==> src/rtl/fsc_pkg.sv <==
package fsc_pkg;

  localparam int STATUS_W = 4;
  localparam int NSTAGE   = 4;

  // stall flag positions inside each thread's flag vector
  localparam int STG_DEC = 0;
  localparam int STG_REN = 1;
  localparam int STG_EXE = 2;
  localparam int STG_CMT = 3;

  typedef enum logic [STATUS_W-1:0] {
    ST_RUNNING    = 4'd0,
    ST_IDLE       = 4'd1,
    ST_SQUASHING  = 4'd2,
    ST_BLOCKED    = 4'd3,
    ST_TRAP_WAIT  = 4'd4,
    ST_QUIES_WAIT = 4'd5,
    ST_IC_RESP    = 4'd6,
    ST_IC_RETRY   = 4'd7,
    ST_IC_DONE    = 4'd8
  } fstat_e;

  localparam logic [STATUS_W-1:0] ST_MAX_CODE = 4'd8;

  function automatic logic can_progress(input fstat_e s);
    return (s == ST_RUNNING) || (s == ST_SQUASHING) || (s == ST_IC_DONE);
  endfunction

  function automatic logic waits_on_icache(input fstat_e s);
    return (s == ST_IC_RESP) || (s == ST_IC_RETRY);
  endfunction

endpackage

==> src/rtl/fsc_stall_track.sv <==
module fsc_stall_track
  import fsc_pkg::*;
#(
  parameter int STAGES = NSTAGE
) (
  input  logic              clk,
  input  logic              rst,
  input  logic              en,
  input  logic [STAGES-1:0] blk,
  input  logic [STAGES-1:0] unblk,
  output logic [STAGES-1:0] flags_nxt,
  output logic              err_q
);

  logic [STAGES-1:0] flags_q;
  logic [STAGES-1:0] bad_unblk;

  genvar g;
  generate
    for (g = 0; g < STAGES; g++) begin : g_flag
      always_comb begin
        flags_nxt[g] = flags_q[g];
        if (en) begin
          if (blk[g])   flags_nxt[g] = 1'b1;
          if (unblk[g]) flags_nxt[g] = 1'b0;
        end
      end
      assign bad_unblk[g] = en & unblk[g] & (~flags_q[g] | blk[g]);
    end
  endgenerate

  always_ff @(posedge clk) begin
    if (rst) begin
      flags_q <= '0;
      err_q   <= 1'b0;
    end else begin
      flags_q <= flags_nxt;
      err_q   <= |bad_unblk;
    end
  end

  // a lone block pulse leaves the flag set
  a_r6_block_sets: assert property (@(posedge clk) disable iff (rst)
    en |=> ((flags_q & $past(blk & ~unblk)) == $past(blk & ~unblk)));

  // an unblock on a clear flag is reported
  a_r9_unblock_err: assert property (@(posedge clk) disable iff (rst)
    (en && |(unblk & ~flags_q)) |=> err_q);

  // disabled thread keeps its flags
  a_r11_flags_frozen: assert property (@(posedge clk) disable iff (rst)
    !en |=> $stable(flags_q));

endmodule

==> src/rtl/fsc_thread_ctl.sv <==
module fsc_thread_ctl
  import fsc_pkg::*;
#(
  parameter int AW         = 32,
  parameter int INST_BYTES = 4
) (
  input  logic                clk,
  input  logic                rst,
  input  logic                active,
  input  logic                stalled,
  input  logic                cmt_sq,
  input  logic [AW-1:0]       cmt_pc,
  input  logic [AW-1:0]       cmt_npc,
  input  logic                cmt_busy,
  input  logic                dec_sq,
  input  logic [AW-1:0]       dec_pc,
  input  logic [AW-1:0]       dec_npc,
  input  logic                fetch_wr,
  input  logic [STATUS_W-1:0] fetch_st,
  output fstat_e              st_q,
  output fstat_e              st_nxt,
  output logic [AW-1:0]       pc_q,
  output logic [AW-1:0]       npc_q,
  output logic [AW-1:0]       nnpc_q,
  output logic                chg_q
);

  localparam logic [AW-1:0] STEP = AW'(INST_BYTES);

  logic [AW-1:0] pc_n, npc_n, nnpc_n;
  logic          fire;

  always_comb begin
    st_nxt = st_q;
    pc_n   = pc_q;
    npc_n  = npc_q;
    nnpc_n = nnpc_q;
    fire   = 1'b0;
    if (active) begin
      if (cmt_sq) begin
        pc_n   = cmt_pc;
        npc_n  = cmt_npc;
        nnpc_n = cmt_npc + STEP;
        st_nxt = ST_SQUASHING;
        fire   = 1'b1;
      end else if (cmt_busy) begin
        st_nxt = ST_SQUASHING;
        fire   = 1'b1;
      end else if (dec_sq && st_q != ST_SQUASHING) begin
        pc_n   = dec_pc;
        npc_n  = dec_npc;
        nnpc_n = dec_npc + STEP;
        st_nxt = ST_SQUASHING;
        fire   = 1'b1;
      end else if (stalled && !waits_on_icache(st_q)) begin
        st_nxt = ST_BLOCKED;
        fire   = 1'b1;
      end else if (st_q == ST_BLOCKED || st_q == ST_SQUASHING) begin
        st_nxt = ST_RUNNING;
        fire   = 1'b1;
      end else if (fetch_wr && fetch_st <= ST_MAX_CODE) begin
        st_nxt = fstat_e'(fetch_st);
        fire   = 1'b1;
      end
    end
  end

  always_ff @(posedge clk) begin
    if (rst) begin
      st_q   <= ST_RUNNING;
      pc_q   <= '0;
      npc_q  <= '0;
      nnpc_q <= '0;
      chg_q  <= 1'b0;
    end else begin
      st_q   <= st_nxt;
      pc_q   <= pc_n;
      npc_q  <= npc_n;
      nnpc_q <= nnpc_n;
      chg_q  <= fire;
    end
  end

  // commit redirect loads the PC set and enters Squashing
  a_r2_commit_redirect: assert property (@(posedge clk) disable iff (rst)
    (active && cmt_sq) |=> (st_q == ST_SQUASHING && pc_q == $past(cmt_pc)
                            && nnpc_q == $past(cmt_npc) + STEP));

  // squash-in-progress keeps PCs
  a_r4_busy_holds_pc: assert property (@(posedge clk) disable iff (rst)
    (active && !cmt_sq && cmt_busy) |=> (st_q == ST_SQUASHING && $stable(pc_q)));

  // cache wait survives a stall
  a_r7_icache_wait_kept: assert property (@(posedge clk) disable iff (rst)
    (active && !cmt_sq && !cmt_busy && !dec_sq && !fetch_wr && st_q == ST_IC_RESP)
      |=> st_q == ST_IC_RESP);

  // status code stays within the legal set
  a_r10_legal_code: assert property (@(posedge clk) disable iff (rst)
    1'b1 |=> st_q <= ST_MAX_CODE);

  // an inactive thread is frozen
  a_r11_inactive_frozen: assert property (@(posedge clk) disable iff (rst)
    !active |=> ($stable(st_q) && $stable(pc_q) && !chg_q));

endmodule

==> src/rtl/fsc_activity.sv <==
module fsc_activity
  import fsc_pkg::*;
#(
  parameter int NT = 4
) (
  input  logic                   clk,
  input  logic                   rst,
  input  logic [NT-1:0]          active,
  input  logic [NT*STATUS_W-1:0] st_nxt_flat,
  output logic                   stage_active_q
);

  logic [NT-1:0] prog;

  genvar g;
  generate
    for (g = 0; g < NT; g++) begin : g_prog
      assign prog[g] = active[g] &
        can_progress(fstat_e'(st_nxt_flat[g*STATUS_W +: STATUS_W]));
    end
  endgenerate

  always_ff @(posedge clk) begin
    if (rst) stage_active_q <= 1'b0;
    else     stage_active_q <= |prog;
  end

  // no active thread means an idle stage
  a_r12_none_active: assert property (@(posedge clk) disable iff (rst)
    (active == '0) |=> !stage_active_q);

endmodule

==> src/rtl/fetch_status_ctl.sv <==
module fetch_status_ctl
  import fsc_pkg::*;
#(
  parameter int NT         = 4,
  parameter int AW         = 32,
  parameter int INST_BYTES = 4
) (
  input  logic                   clk,
  input  logic                   rst,
  input  logic [NT-1:0]          thread_active,
  input  logic                   ctx_switch,
  input  logic [NT-1:0]          dec_block,
  input  logic [NT-1:0]          dec_unblock,
  input  logic [NT-1:0]          ren_block,
  input  logic [NT-1:0]          ren_unblock,
  input  logic [NT-1:0]          exe_block,
  input  logic [NT-1:0]          exe_unblock,
  input  logic [NT-1:0]          cmt_block,
  input  logic [NT-1:0]          cmt_unblock,
  input  logic [NT-1:0]          cmt_squash,
  input  logic [NT*AW-1:0]       cmt_redir_pc,
  input  logic [NT*AW-1:0]       cmt_redir_npc,
  input  logic [NT-1:0]          cmt_squash_busy,
  input  logic [NT-1:0]          dec_squash,
  input  logic [NT*AW-1:0]       dec_redir_pc,
  input  logic [NT*AW-1:0]       dec_redir_npc,
  input  logic [NT-1:0]          fetch_wr,
  input  logic [NT*STATUS_W-1:0] fetch_status,
  output logic [NT*STATUS_W-1:0] thread_status,
  output logic [NT*AW-1:0]       pc,
  output logic [NT*AW-1:0]       npc,
  output logic [NT*AW-1:0]       nnpc,
  output logic [NT-1:0]          status_changed,
  output logic [NT-1:0]          unblock_err,
  output logic                   stage_active
);

  logic [NT*STATUS_W-1:0] st_nxt_flat;

  genvar t;
  generate
    for (t = 0; t < NT; t++) begin : g_thr
      logic [NSTAGE-1:0] blk, unblk, flags_nxt;
      logic              stalled;
      fstat_e            st_cur, st_nxt;

      always_comb begin
        blk          = '0;
        unblk        = '0;
        blk[STG_DEC]   = dec_block[t];
        blk[STG_REN]   = ren_block[t];
        blk[STG_EXE]   = exe_block[t];
        blk[STG_CMT]   = cmt_block[t];
        unblk[STG_DEC] = dec_unblock[t];
        unblk[STG_REN] = ren_unblock[t];
        unblk[STG_EXE] = exe_unblock[t];
        unblk[STG_CMT] = cmt_unblock[t];
      end

      fsc_stall_track #(.STAGES(NSTAGE)) u_stall (
        .clk       (clk),
        .rst       (rst),
        .en        (thread_active[t]),
        .blk       (blk),
        .unblk     (unblk),
        .flags_nxt (flags_nxt),
        .err_q     (unblock_err[t])
      );

      assign stalled = ctx_switch | (|flags_nxt);

      fsc_thread_ctl #(.AW(AW), .INST_BYTES(INST_BYTES)) u_ctl (
        .clk      (clk),
        .rst      (rst),
        .active   (thread_active[t]),
        .stalled  (stalled),
        .cmt_sq   (cmt_squash[t]),
        .cmt_pc   (cmt_redir_pc[t*AW +: AW]),
        .cmt_npc  (cmt_redir_npc[t*AW +: AW]),
        .cmt_busy (cmt_squash_busy[t]),
        .dec_sq   (dec_squash[t]),
        .dec_pc   (dec_redir_pc[t*AW +: AW]),
        .dec_npc  (dec_redir_npc[t*AW +: AW]),
        .fetch_wr (fetch_wr[t]),
        .fetch_st (fetch_status[t*STATUS_W +: STATUS_W]),
        .st_q     (st_cur),
        .st_nxt   (st_nxt),
        .pc_q     (pc[t*AW +: AW]),
        .npc_q    (npc[t*AW +: AW]),
        .nnpc_q   (nnpc[t*AW +: AW]),
        .chg_q    (status_changed[t])
      );

      assign thread_status[t*STATUS_W +: STATUS_W] = st_cur;
      assign st_nxt_flat[t*STATUS_W +: STATUS_W]   = st_nxt;

      // a stalled thread outside a cache wait ends up Blocked
      a_r6_stall_blocks: assert property (@(posedge clk) disable iff (rst)
        (thread_active[t] && ctx_switch && !cmt_squash[t] && !cmt_squash_busy[t]
         && !dec_squash[t] && !waits_on_icache(st_cur))
          |=> thread_status[t*STATUS_W +: STATUS_W] == ST_BLOCKED);
    end
  endgenerate

  fsc_activity #(.NT(NT)) u_act (
    .clk            (clk),
    .rst            (rst),
    .active         (thread_active),
    .st_nxt_flat    (st_nxt_flat),
    .stage_active_q (stage_active)
  );

endmodule

==> config.mk <==
export PLATFORM = sky130hd
export DESIGN_NAME = fetch_status_ctl
export DESIGN_NICKNAME = d
export VERILOG_FILES = /design/src/rtl/fsc_pkg.sv /design/src/rtl/fsc_stall_track.sv /design/src/rtl/fsc_thread_ctl.sv /design/src/rtl/fsc_activity.sv /design/src/rtl/fetch_status_ctl.sv
export SDC_FILE = /design/constraint.sdc
export NUM_CORES = 1
export LEC_CHECK = 0
export ABC_AREA = 1
export BUFFER_PORTS_ARGS = -buffer_cell sky130_fd_sc_hd__buf_2
export CORE_AREA = 4 4 389 391
export DETAILED_ROUTE_END_ITERATION = 8
export DIE_AREA = 0 0 393 395
export REMOVE_ABC_BUFFERS = 1
export SYNTH_ARGS = -nofsm -noshare
export SYNTH_HDL_FRONTEND = slang
export SYNTH_HIERARCHICAL = 1
export SYNTH_SLANG_ARGS = --single-unit
==> constraint.sdc <==
create_clock -name clk -period 1.8 [get_ports clk]
set_input_delay 0.09 -clock clk [delete_from_list [all_inputs] [get_ports clk]]
set_output_delay 0.09 -clock clk [all_outputs]
set_load 0.02 [all_outputs]
After elaboration in Yosys (flattened, before gate mapping). Index checks and enable logic that the tools add are counted.

Add/subtract/negate cells: 8. $lt $le $gt $ge: 4. Eq/ne operators: 32. Multiplexer cells: 136. Bitwise gates (word level): 76. Reductions and logical operators: 57.

Operators by type and width (count): $mux W32 (36); $add A32 B3 Y32 const B (8); $mux W4 (28); $mux W1 (72); $eq A4 B2 Y1 const B (12); $and A1 B1 Y1 (36); $reduce_or A4 Y1 (9); $eq A4 B3 Y1 const B (8); $not A1 Y1 (20); $or A1 B1 Y1 (20); $eq A4 B4 Y1 const B (4); $le A4 B4 Y1 const B (4); $logic_not A4 Y1 (4); $logic_or A1 B1 Y1 (16); $ne A4 B2 Y1 const B (4); $logic_and A1 B1 Y1 (12); $reduce_and A3 Y1 (4); $ne A2 B2 Y1 const B (4); $reduce_bool A2 Y1 (4); $reduce_or A2 Y1 (4); $logic_not A1 Y1 (4).

Bits in registers: 425. Output and inout port bits: 409.

Depth between registers and ports, before layout.
Word-level depth: 16. Depth in mapped cells: 17. Mapped depth without buffers: 17.

Cells and area by module. The synthesis kept the hierarchy.

By module, submodules not included: fsc_thread_ctl at g_thr[0].u_ctl ... (instances 3, cells an instance 771, area an instance 5087.4 µm², sequential area each 1981.9 µm²); fsc_thread_ctl at g_thr[3].u_ctl (instances 1, cells an instance 773, area an instance 5201.2 µm², sequential area each 1981.9 µm²); fsc_stall_track (instances 4, cells an instance 46, area an instance 269.0 µm², sequential area each 100.1 µm²); fsc_activity (instances 1, cells an instance 17, area an instance 85.1 µm², sequential area each 20.0 µm²); fetch_status_ctl (instances 1, cells an instance 16, area an instance 65.1 µm², sequential area each 0.0 µm²).

Least setup slack after synthesis. No wires, ideal clock.

Kind: register -> register. Start point: reg g_thr[3].u_ctl.st_q[2]. End point: reg g_thr[3].u_ctl.pc_q[14]. Library setup time: 0.137 ns. Data arrival time: 1.487 ns. Slack: 0.177 ns. Stages on the path, launching flop included: 10. Path buffers: 2. Path through: dfxtp_1 > nor2_1 > nand2_1 > nand2_1 > nand2_1 > nand2_1 > inv_2 > buf_2 > clkbuf_1 > a31oi_1.

Cells in the longest elaborated chain, start to end: 4.

Ends and longest elaborated chain: start, declared (RTL line fsc_thread_ctl.sv:20) `output fstat_e st_q,`; start signal, assigned (RTL line fsc_thread_ctl.sv:76) `st_q <= st_nxt;`; $ne A4 B2 Y1 (RTL line fsc_thread_ctl.sv:49) `end else if (dec_sq && st_q != ST_SQUASHING) begin`; $logic_and A1 B1 Y1 (RTL line fsc_thread_ctl.sv:49); $reduce_bool A2 Y1 (no source line); $reduce_and A3 Y1 (no source line); end signal, assigned (RTL line fsc_thread_ctl.sv:77) `pc_q <= pc_n;`; end, declared (RTL line fsc_thread_ctl.sv:22) `output logic [AW-1:0] pc_q,`.

No other way between the ends. A chain may end at the register's enable or synchronous reset.

Worst setup path after layout.
Start point: reg g_thr[0].u_stall.flags_q[0]. End point: reg u_act.stage_active_q.

Cells in the longest elaborated chain, start to end: 16.

Ends and longest elaborated chain: start, declared (RTL line fsc_stall_track.sv:15) `logic [STAGES-1:0] flags_q;`; start signal, assigned (RTL line fsc_stall_track.sv:37) `flags_q <= flags_nxt;`; $mux W1 (RTL line fsc_stall_track.sv:24) `if (blk[g]) flags_nxt[g] = 1'b1;`; $mux W1 (RTL line fsc_stall_track.sv:25) `if (unblk[g]) flags_nxt[g] = 1'b0;`; $mux W1 * (RTL line fsc_stall_track.sv:23) `if (en) begin`; via g_thr[0].flags_nxt[0] (RTL line fetch_status_ctl.sv:43) `logic [NSTAGE-1:0] blk, unblk, flags_nxt;`; $reduce_or A4 Y1 * (RTL line fetch_status_ctl.sv:70) `assign stalled = ctx_switch | (|flags_nxt);`; $or A1 B1 Y1 * (RTL line fetch_status_ctl.sv:70); via g_thr[0].stalled (RTL line fetch_status_ctl.sv:44) `logic stalled;`; $logic_and A1 B1 Y1 * (RTL line fsc_thread_ctl.sv:55) `end else if (stalled && !waits_on_icache(st_q)) begin`; [... 3 more ...]; $mux W4 * (RTL line fsc_thread_ctl.sv:40) `if (cmt_sq) begin`; $mux W4 * (RTL line fsc_thread_ctl.sv:39) `if (active) begin`; via g_thr[0].st_nxt[2] (RTL line fetch_status_ctl.sv:45) `fstat_e st_cur, st_nxt;`; $eq A4 B2 Y1 / $logic_not A4 Y1 (equally long branches) (RTL line fsc_pkg.sv:27) `return (s == ST_RUNNING) || (s == ST_SQUASHING) || (s == ST_IC_DONE);`; $logic_or A1 B1 Y1 (RTL line fsc_pkg.sv:27); $logic_or A1 B1 Y1 * (RTL line fsc_pkg.sv:27); $and A1 B1 Y1 * (RTL line fsc_activity.sv:18) `assign prog[g] = active[g] &`; $reduce_or A4 Y1 * (RTL line fsc_activity.sv:25) `else stage_active_q <= |prog;`; end signal, assigned (RTL line fsc_activity.sv:25); end, declared (RTL line fsc_activity.sv:10) `output logic stage_active_q`.

Mark *: on every way through the listed nets, which the timed path passes. The rest lies on a longest branch.

==> impl_results.md <==
- Post-route cell area: 39,000 um2
- Mapped Area: 21,700 um2
- RSZ-0062 raised after global routing: true
- Fmax: 538 MHz
- Synth area leader: dfxtp_1
- CTS buffer count: 55
- Final setup violation count: 1
- Placed Cells incl. Taps: 6,401
- Critical Path End Type: register
- Vias/cell: 4.23
- Worst Hold Slack: 29.4 ps
- Post-DP Area: 31,300 um2
- Top cell type's share of synthesized area: 0.385
- Max clock buf depth: 3
- Die ar.: 155,000 um2
- Vias in the first global route: 28,800
- Layout cells sized above 1: 0.326
- Total Wirelength: 148 mm
- Synthesis-to-layout area growth: 79.9%
- Final Wtd Congestion: 0.969
- Combinational Power Share: 0.268
- H-Tree Depth: 2
- Initial antenna violation count: 21
- Worst Skew: 61.1 ps
- Yosys Warn Count: 6
- Global Route Usage Sum: 0.179
- CP required: 2310 ps
- Slew HR: 0.638
- Die Width: 393 um
- I/O Pins: 992
- # clock sinks: 417
- Number of cell rows: 141
- Post-Place Worst Slack: -359 ps
- Non-Filler Instances: 7,038
- Synth area leaders: dfxtp_1 (38%), nand2_1 (18%), nor2_1 (7.5%)
- Wire per inst: 21.1 um
- Switching Share: 0.333
- Compound-Gate Fraction of Synth Area: 0.157
- Final Hold Viols: 0
- Worst Path Arrival: 2360 ps
- Post-synthesis sequential area ratio: 0.385
- Clk pwr share: 0.396
- Maxcap violations: 0
- Critical path startpoint category: register
- Failing checks: setup timing
- 1st-iter DRT viols: 2,122
- Status: finished, violations left
- Mux cell area share after synthesis: 0.000461
- Fin worst setup slack: -57.6 ps
- DR pass1 iterations: 6
- Post-Synth XOR/XNOR Area: 0.0137
- Final ANT Viol Nets: 0
- Largest family of logic cells by synthesized area: simple AND/OR/NAND/NOR gates
- VDD IR max: 694 uV
- Seq pwr share: 0.335
- Worst-path fanout max: 3
- Tcrit/Tclk final: 1.03
- Clock transition at the registers of the reported paths: 70 ps
- Static Leak: 19.0 nW
- Cells after Synth: 3,303
- Fillers: 15,900
- Root Driver: clkbuf_16
- Clk_lat worst skew: 670 ps
- Final HPWL DP: 115 mm
- Area share of fa/ha/maj cells after synthesis: 0.00231
- PD cells: 791 nW/um2
- Die Height: 395 um
- Drt drc: 0
- Slew Viols, Final: 0
- Minimum clock period: 1860 ps
- #FFs+latches synth: 417
- P_sw: 10.3 mW
- P_int: 20.6 mW
- First-pass GRT wire length: 203 mm
- Largest net degree at the start of global routing: 75
- Core ar.: 147,000 um2
- Gr ovfl total: 0
- Port bufs: 991
- Synth unique cells: 39
- Sum Neg Setup Slack: -57.6 ps
- WS Path Type: register to register
- Worst Tran Pin Value: 539 ps
- CTS tree: done
- Starting density of the core: 0.147
- Via count: 29,800
- Simple-Gate Fraction of Synth Area: 0.349
- Hold Path Class: primary input to register
- Post-Syn Area per Cell: 6.57 um2
- Nets: 5,638
## placed cells by master, fill, tap and decap left out, types with 8 or more instances in the layout
cell type / Yosys / routed
buf_6: 13 / 9
clkbuf_8: 0 / 8
xor2_1: 34 / 34
inv_2: 24 / 24
nor3_1: 52 / 48
clkbuf_16: 0 / 62
inv_1: 247 / 242
a21oi_1: 103 / 100
o211ai_1: 20 / 20
nand4_1: 26 / 26
buf_2: 70 / 989
dfxtp_1: 417 / 413
dlygate4sd3_1: 0 / 501
a31oi_1: 136 / 136
nand3_1: 110 / 102
nor2_1: 433 / 422
nand2_2: 49 / 61
o21ai_0: 219 / 201
a211oi_1: 55 / 55
bufinv_16: 0 / 9
o21ai_1: 30 / 42
clkbuf_1: 77 / 8
nand3_2: 7 / 14
nor2_4: 23 / 29
buf_12: 1 / 39
clkinv_2: 0 / 9
nand2_1: 1055 / 1041
nor2_2: 21 / 26
buf_4: 22 / 319
o21bai_1: 16 / 16
diode_2: 0 / 15
## critical path: stages, from the launching register on
cell	delay [ps]
dfxtp_1	300
o21bai_1	140
nand2_1	110
inv_2	60
nor2_4	110
nand3_2	120
nand2_2	110
nand2_1	50
inv_1	100
nand3_1	120
nand2_1	90
nor2_1	60
nand3_4	120
nand2_1	60
nor2_1	90
nor2_1	40
## routing by layer
metal  vias up  track usage  routed length, um
met5         -     0.000313                 31
met4         6        0.116              11500
met3       344       0.0406              12000
met2      1466        0.296              67900
met1     13800        0.206              57000
li1      14200            -                  -
## per-stage QoR
| stage | power (mW) | util |
|---|---|---|
| after floorplan | 13.5 | - |
| after global placement | 17.5 | 0.212 |
| after detailed placement | 17.5 | 0.212 |
| after CTS | 31.0 | 0.261 |
| after global routing | 32.2 | 0.264 |
| final | 30.9 | 0.265 |
## logic make-up after synthesis
family,Yosys count
simple gates,1801
compound gates,590
buf+inv,456
flops,417
xor+xnor,34
fa+ha+maj,4
mux,1
## path summary, 6_finish.rpt
check | from | depth (start not counted) | slack, ps | to
max | g_thr[0].u_stall/flags_q[0] | 15 | -60 | u_act/stage_active_q
min | dec_redir_npc[35] | 6 | 30 | g_thr[1].u_ctl/nnpc_q[3]
max reg2reg | g_thr[0].u_stall/flags_q[0] | 15 | -60 | u_act/stage_active_q
min reg2reg | g_thr[1].u_ctl/npc_q[27] | 2 | 460 | g_thr[1].u_ctl/npc_q[27]
## power by group through the flow
stage / logic [mW] / clock network [mW] / registers, mW
2_1_floorplan: 2.17 / 0 / 11.3
3_3_place_gp: 6.99 / 0 / 10.5
3_5_place_dp: 7.01 / 0 / 10.5
4_1_cts: 8.04 / 12.6 / 10.3
5_1_grt: 8.86 / 12.9 / 10.4
6_report: 8.29 / 12.2 / 10.4
## synthesized netlist by cell type (all sizes together)
| cell type | instances |
|---|---|
| a211oi | 55 |
| inv | 272 |
| buf | 107 |
| a21oi | 103 |
| o211ai | 20 |
| dfxtp | 417 |
| o21ai | 250 |
| nand3 | 122 |
| a31oi | 136 |
| nand4 | 26 |
| a311oi | 4 |
| nand2 | 1106 |
| and2 | 4 |
| clkbuf | 77 |
| nand3b | 5 |
| nor3 | 52 |
| xor2 | 34 |
| or2 | 7 |
| o211a | 6 |
| nor2 | 478 |
| mux2i | 1 |
| o21bai | 16 |
| ha | 4 |
| nor3b | 1 |
## flip-flops by register name, indices dropped and copies added (netlist names)
register	count
u_act/stage_active_q	1
g_thr.u_stall/flags_q	16
g_thr.u_ctl/npc_q	128
g_thr.u_ctl/st_q	16
g_thr.u_ctl/chg_q	4
g_thr.u_stall/err_q	4
g_thr.u_ctl/nnpc_q	120
g_thr.u_ctl/pc_q	128
## timing repair
action	CTS	global route
endpoints found under the setup margin	118	192
gates cloned	1	7
setup buffers	13	3
gates resized for setup	20	105
hold buffers	506	1
pin swaps	6	25
endpoints found under the hold margin	269	1
## cell type report
| class | instances | area [um2] | area share |
|---|---|---|---|
| Sequential cell | 417 | 8350 | 0.214 |
| Tap cell | 1930 | 2410 | 0.0619 |
| Multi-Input combinational cell | 2430 | 11600 | 0.296 |
| Clock buffer | 71 | 1530 | 0.0391 |
| Clock inverter | 28 | 435 | 0.0112 |
| Timing Repair Buffer | 1874 | 13600 | 0.349 |
| Inverter | 272 | 1060 | 0.0272 |
| Antenna cell | 15 | 37.5 | 0.000962 |
| Timing Repair inverter | 1 | 11.3 | 0.000289 |
Power figures use the tool's default switching activity.
